==> src/rtl/xbus_pkg.sv <==
package xbus_pkg;
    localparam int ADDR_W = 24;
    localparam int DATA_W = 16;
    localparam int LOW_W  = 16;
    localparam int SEG_W  = ADDR_W - LOW_W;
    localparam int ALE_W  = 2;
    localparam int WAIT_W = 4;
    localparam int REC_W  = 2;
    localparam int CNT_W  = WAIT_W;

    typedef enum logic [2:0] {
        ST_IDLE, ST_ADDR, ST_DLY, ST_STRB, ST_RECOV
    } xb_state_e;

    typedef enum logic [1:0] {AW_16 = 2'd0, AW_18 = 2'd1, AW_20 = 2'd2, AW_24 = 2'd3} xb_aw_e;

    typedef struct packed {
        logic              mux;
        logic              bus8;
        xb_aw_e            aw;
        logic [ALE_W-1:0]  ale_len;
        logic [WAIT_W-1:0] waits;
        logic              rwdly;
        logic [REC_W-1:0]  rec_len;
        logic              rdy_en;
        logic              rdy_pol;
    } xb_cfg_t;

    typedef struct packed {
        logic              write;
        logic [ADDR_W-1:0] addr;
        logic [DATA_W-1:0] wdata;
    } xb_req_t;

    function automatic logic [SEG_W-1:0] seg_mask(xb_aw_e aw);
        int n;
        case (aw)
            AW_16:   n = 0;
            AW_18:   n = 2;
            AW_20:   n = 4;
            default: n = SEG_W;
        endcase
        for (int i = 0; i < SEG_W; i++) seg_mask[i] = (i < n);
    endfunction

    function automatic logic [DATA_W-1:0] narrow(logic [DATA_W-1:0] v, logic bus8);
        return bus8 ? {{(DATA_W-8){1'b0}}, v[7:0]} : v;
    endfunction
endpackage

==> src/rtl/xbus_rdy_sync.sv <==
module xbus_rdy_sync #(
    parameter int STAGES = 2
) (
    input  logic clk,
    input  logic rst,
    input  logic d_i,
    output logic q_o
);
    logic [STAGES-1:0] sh;
    always_ff @(posedge clk) begin
        if (rst) sh <= '0;
        else     sh <= {sh[STAGES-2:0], d_i};
    end
    assign q_o = sh[STAGES-1];
endmodule

==> src/rtl/xbus_fsm.sv <==
module xbus_fsm
    import xbus_pkg::*;
(
    input  logic      clk,
    input  logic      rst,
    input  logic      start,
    input  xb_cfg_t   cfg_in,
    input  logic      rdy_s,
    output xb_state_e state,
    output xb_cfg_t   cfg_q,
    output logic      last_strb
);
    logic [CNT_W-1:0] cnt;
    logic             cnt_zero;
    logic             rdy_ok;

    assign cnt_zero  = (cnt == '0);
    assign rdy_ok    = !cfg_q.rdy_en || (rdy_s == cfg_q.rdy_pol);
    assign last_strb = (state == ST_STRB) && cnt_zero && rdy_ok;

    always_ff @(posedge clk) begin
        if (rst) begin
            state <= ST_IDLE;
            cnt   <= '0;
            cfg_q <= '0;
        end else begin
            case (state)
                ST_IDLE: if (start) begin
                    state <= ST_ADDR;
                    cfg_q <= cfg_in;
                    cnt   <= CNT_W'(cfg_in.ale_len);
                end
                ST_ADDR: begin
                    if (cnt_zero) begin
                        if (cfg_q.rwdly) state <= ST_DLY;
                        else begin
                            state <= ST_STRB;
                            cnt   <= CNT_W'(cfg_q.waits);
                        end
                    end else cnt <= cnt - 1'b1;
                end
                ST_DLY: begin
                    state <= ST_STRB;
                    cnt   <= CNT_W'(cfg_q.waits);
                end
                ST_STRB: begin
                    if (!cnt_zero) cnt <= cnt - 1'b1;
                    else if (rdy_ok) begin
                        if (cfg_q.rec_len == '0) state <= ST_IDLE;
                        else begin
                            state <= ST_RECOV;
                            cnt   <= CNT_W'(cfg_q.rec_len - 1'b1);
                        end
                    end
                end
                ST_RECOV: begin
                    if (cnt_zero) state <= ST_IDLE;
                    else          cnt   <= cnt - 1'b1;
                end
                default: state <= ST_IDLE;
            endcase
        end
    end
endmodule

==> src/rtl/xbus_pinmux.sv <==
module xbus_pinmux
    import xbus_pkg::*;
(
    input  xb_state_e         state,
    input  xb_cfg_t           cfg_q,
    input  xb_req_t           req_q,
    output logic              ale,
    output logic              rd_n,
    output logic              wr_n,
    output logic [LOW_W-1:0]  addr_o,
    output logic [SEG_W-1:0]  seg_o,
    output logic [DATA_W-1:0] ad_o,
    output logic              ad_oe_lo,
    output logic              ad_oe_hi
);
    logic bus_act, in_strb, data_ph;

    assign bus_act = (state == ST_ADDR) || (state == ST_DLY) || (state == ST_STRB);
    assign in_strb = (state == ST_STRB);
    assign data_ph = (state == ST_DLY) || in_strb;

    assign ale    = (state == ST_ADDR);
    assign rd_n   = !(in_strb && !req_q.write);
    assign wr_n   = !(in_strb && req_q.write);
    assign addr_o = (bus_act && !cfg_q.mux) ? req_q.addr[LOW_W-1:0] : '0;
    assign seg_o  = bus_act ? (req_q.addr[ADDR_W-1:LOW_W] & seg_mask(cfg_q.aw)) : '0;

    always_comb begin
        ad_o     = '0;
        ad_oe_lo = 1'b0;
        ad_oe_hi = 1'b0;
        if (ale && cfg_q.mux) begin
            ad_o     = req_q.addr[LOW_W-1:0];
            ad_oe_lo = 1'b1;
            ad_oe_hi = 1'b1;
        end else if (data_ph && req_q.write) begin
            ad_o     = narrow(req_q.wdata, cfg_q.bus8);
            ad_oe_lo = 1'b1;
            ad_oe_hi = !cfg_q.bus8;
        end
    end
endmodule

==> src/rtl/xbus_seq.sv <==
module xbus_seq
    import xbus_pkg::*;
#(
    parameter int SYNC_STAGES = 2
) (
    input  logic              clk,
    input  logic              rst,
    input  logic              req_valid,
    input  logic              req_write,
    input  logic [ADDR_W-1:0] req_addr,
    input  logic [DATA_W-1:0] req_wdata,
    input  logic              cfg_mux,
    input  logic              cfg_bus8,
    input  logic [1:0]        cfg_aw,
    input  logic [ALE_W-1:0]  cfg_ale_len,
    input  logic [WAIT_W-1:0] cfg_wait,
    input  logic              cfg_rwdly,
    input  logic [REC_W-1:0]  cfg_rec,
    input  logic              cfg_rdy_en,
    input  logic              cfg_rdy_pol,
    output logic              req_ready,
    output logic              done,
    output logic [DATA_W-1:0] rdata,
    output logic              ale,
    output logic              rd_n,
    output logic              wr_n,
    output logic [LOW_W-1:0]  addr_o,
    output logic [SEG_W-1:0]  seg_o,
    output logic [DATA_W-1:0] ad_o,
    output logic              ad_oe_lo,
    output logic              ad_oe_hi,
    input  logic [DATA_W-1:0] ad_i,
    input  logic              ready_i
);
    xb_state_e state;
    xb_cfg_t   cfg_in, cfg_q;
    xb_req_t   req_q;
    logic      start, rdy_s, last_strb;

    assign cfg_in = '{mux: cfg_mux, bus8: cfg_bus8, aw: xb_aw_e'(cfg_aw),
                      ale_len: cfg_ale_len, waits: cfg_wait, rwdly: cfg_rwdly,
                      rec_len: cfg_rec, rdy_en: cfg_rdy_en, rdy_pol: cfg_rdy_pol};
    assign req_ready = (state == ST_IDLE);
    assign start     = req_valid && req_ready;

    xbus_rdy_sync #(.STAGES(SYNC_STAGES)) u_sync (
        .clk(clk), .rst(rst), .d_i(ready_i), .q_o(rdy_s)
    );

    xbus_fsm u_fsm (
        .clk(clk), .rst(rst), .start(start), .cfg_in(cfg_in), .rdy_s(rdy_s),
        .state(state), .cfg_q(cfg_q), .last_strb(last_strb)
    );

    xbus_pinmux u_pins (
        .state(state), .cfg_q(cfg_q), .req_q(req_q),
        .ale(ale), .rd_n(rd_n), .wr_n(wr_n), .addr_o(addr_o), .seg_o(seg_o),
        .ad_o(ad_o), .ad_oe_lo(ad_oe_lo), .ad_oe_hi(ad_oe_hi)
    );

    always_ff @(posedge clk) begin
        if (rst) begin
            req_q <= '0;
            done  <= 1'b0;
            rdata <= '0;
        end else begin
            if (start) req_q <= '{write: req_write, addr: req_addr, wdata: req_wdata};
            done <= last_strb;
            if (last_strb && !req_q.write) rdata <= narrow(ad_i, cfg_q.bus8);
        end
    end
endmodule

==> config.mk <==
export PLATFORM = sky130hd
export DESIGN_NAME = xbus_seq
export DESIGN_NICKNAME = d
export VERILOG_FILES = /design/src/rtl/xbus_pkg.sv /design/src/rtl/xbus_rdy_sync.sv /design/src/rtl/xbus_fsm.sv /design/src/rtl/xbus_pinmux.sv /design/src/rtl/xbus_seq.sv
export SDC_FILE = /design/constraint.sdc
export NUM_CORES = 1
export LEC_CHECK = 0
export CAP_MARGIN = 0
export CORE_MARGIN = 2
export CORE_UTILIZATION = 65
export CTS_CLUSTER_SIZE = 30
export DETAILED_ROUTE_END_ITERATION = 12
export DONT_BUFFER_PORTS = 1
export GPL_ROUTABILITY_DRIVEN = 0
export MAX_ROUTING_LAYER = met4
export PLACE_DENSITY = 0.81
export SYNTH_ARGS = -nofsm -noshare
export SYNTH_HDL_FRONTEND = slang
export SYNTH_SLANG_ARGS = --single-unit
==> constraint.sdc <==
create_clock -name clk -period 5.4 [get_ports clk]
set_input_delay 0.27 -clock clk [delete_from_list [all_inputs] [get_ports clk]]
set_output_delay 0.27 -clock clk [all_outputs]
set_load 0.01 [all_outputs]
==> run_results.csv <==
group,metric,value,unit
outcome,outcome,"finished, final reports clean",
clock_network,clock_path_buffers,2,
critical_path,critPathRequiredTime,5.13,ns
critical_path,critPathMaxFanout,17,
detailed_routing,post_drt_wl_per_cell,16.6,um
synth,yosysTopAreaCell,"dfxtp_1",
critical_path,crit_path_start_kind,"flop",
timing,clock_skew,0.00417,ns
finish,instances_no_fill,543,
critical_path,slowest_delay,0.62,ns
timing,worst_slack,2.33,ns
die,die_h,79.3,um
synth,synthTopCellsByCount,"nand2_1, a21oi_1, dfxtp_1, and2_1, clkbuf_1",
global_routing,overflow,0,
critical_path,critPathKind,"reg -> out",
critical_path,crit_family,"simple AND/OR/NAND/NOR gates",
timing,slew_viol_final,0,
clock_network,cts_tree,"done",
clock_network,hold_buffers,3,
pwr,power.density,493,nW/um2
global_routing,grt_usage,0.299,
finish,antenna_cells,0,
placement,dp_hpwl,5820,um
timing,grt_setup_unrepaired,"no",
finish,area_growth,4.92,%
critical_path,arrival,2.80,ns
timing,period_share,0.569,
global_routing,grt_pass1_vias,3151,
timing,slew_headroom,0.318,
clock_network,cts_root_buf,"clkbuf_8",
finish,drive_above_1_share,0.0573,
die,ios,139,
pwr,irDropWorstVdd,0.494,mV
critical_path,end_kind,"output pin",
timing,tns,0,ns
finish,fin_nets,547,
synth,synthArstFlopShare,0,
critical_path,path_cells,"nor3b_2, and2_1, nor2_1, a21oi_1",
die,dieArea,6290,um2
synth,synth_area_leaders,"dfxtp_1, nand2_1, a21oi_1, and2_1, clkbuf_1",
synth,netlist.area_leader.share,0.434,
detailed_routing,drc,0,
synth,yosysMostFrequentCell,"nand2_1",
clock_network,cts_sinks,80,
timing,min_period,3.07,ns
synth,syn-mean-instance-area,7.59,um2
placement,portBuffers,0,
synth,synth_ff_type,"dfxtp_1",
synth,synth_area,3690,um2
pwr,finalPower,1.91,mW
detailed_routing,finalWirelength,9000,um
placement,place_ws,2.72,ns
clock_network,cts_buffers,9,
detailed_routing,first_pass_iters,5,
timing,hold_violations,0,
clock_network,clock_latency,0.34,ns
global_routing,grt_max_degree,75,
clock_network,clk_pin_slew_worst_paths,0.08,ns
min_path,hp-class,"in -> reg",
synth,netlist_instances,486,
clock_network,post-cts-setup-buffers,0,
clock_network,cts_resized,0,
synth,synth_edf_count,0,
timing,worstMarginPinSlew,1.02,ns
global_routing,antenna_found_initial,0,
die,die_w,79.3,um
critical_path,cp_slowest_cell,"and2_1",
detailed_routing,viasPerCell,6.06,
run,maxCapViolCount,0,
detailed_routing,drt_iter0_markers,228,
finish,utilization,0.703,
placement,dp.cells,526,
synth,synth-seq-cells,80,
synth,mappedNetlistNets,565,
detailed_routing,vias,3288,
synth,yosysWarnings,0,
clock_network,cts-htree-levels,3,
global_routing,grt_first_pass_wirelength,14400,um
pwr,leakage,1.38,nW
timing,max_freq,0.325,GHz
detailed_routing,ant_nets,0,
die,core_area,5510,um2
synth,synthDistinctLibCells,47,
synth,ys_seq_area_frac,0.434,
die,initial_core_util,0.670,
critical_path,crit_buf_inv,0,
die,rows,27,
timing,setup_viol,0,
[report_power, final]
group | leakage, nW | internal, mW | switching [mW]
sequential | 0.654 | 0.697 | 0.111
clock | 0.0973 | 0.233 | 0.208
combinational | 0.634 | 0.236 | 0.422
[worst reg2reg max path, stage by stage (launching register included)]
cell	delay (ns)
dfxtp_1	0.52
nor3_1	0.60
and2_2	0.90
nand2_1	0.15
a21oi_1	0.18
[per-layer routing]
metal  global-route usage  vias to the layer above  part of all wire
li1                     -                     1598                 -
met1                0.360                     1524              0.42
met2                0.491                      143              0.48
met3               0.0568                       23             0.073
met4                0.129                        0             0.024
met5                    -                        -                 0
[area by class of cell]
class	instances	area (um2)
multi-input combinational	368	1910
fill	474	1640
sequential	80	1600
clock buffer	11	151
tap	72	90.1
timing repair buffer	4	55.1
clock inverter	3	42.5
inverter	5	18.8
[through the flow]
step	hold WS, ns	cell area [um2]
floorplan	0.398	3690
global placement	0.344	3630
detailed placement	0.345	3630
CTS	0.0258	3870
global route	0.0238	3870
finish	0.0319	3870
[kinds of logic after synthesis]
kind of cell,Yosys count,synth area share
buf+inv,38,0.0488
mux,1,0.00271
simple gates,241,0.306
flops,80,0.434
xor+xnor,3,0.00712
fa+ha+maj,4,0.0129
compound gates,119,0.188
[registers in the layout, summed over array words and instances (netlist names)]
signal and flops:
done 1, rdata 16, req_q 41, u_fsm.cfg_q 13
u_fsm.cnt 4, u_fsm.state 3, u_sync.sh 2
[worst paths after layout]
kind | startpoint | end | slack [ns] | cells after the start
min reg2reg | u_sync.sh[0] | u_sync.sh[1] | 0.44 | 1
max | u_fsm.state[0] | ad_o[11] | 2.33 | 4
min | rst | u_fsm.cnt[3] | 0.03 | 1
max reg2reg | u_fsm.state[2] | req_q[29] | 2.97 | 4
[cell usage in the layout (no fill, tap or decap), types with 3 or more instances in the layout]
master	synthesis	final
dfxtp_1	80	80
nor4_1	4	4
inv_1	5	5
nor3_1	8	8
a2bb2oi_1	3	3
a22o_1	8	8
clkbuf_8	0	11
nor2b_1	6	6
nand2b_1	4	4
and3_1	4	4
nand2_1	158	157
ha_1	3	3
nand3b_1	10	10
and2_1	24	23
a21oi_1	88	88
nor2_1	11	11
Note: power is estimated with default switching activity, not from simulation.
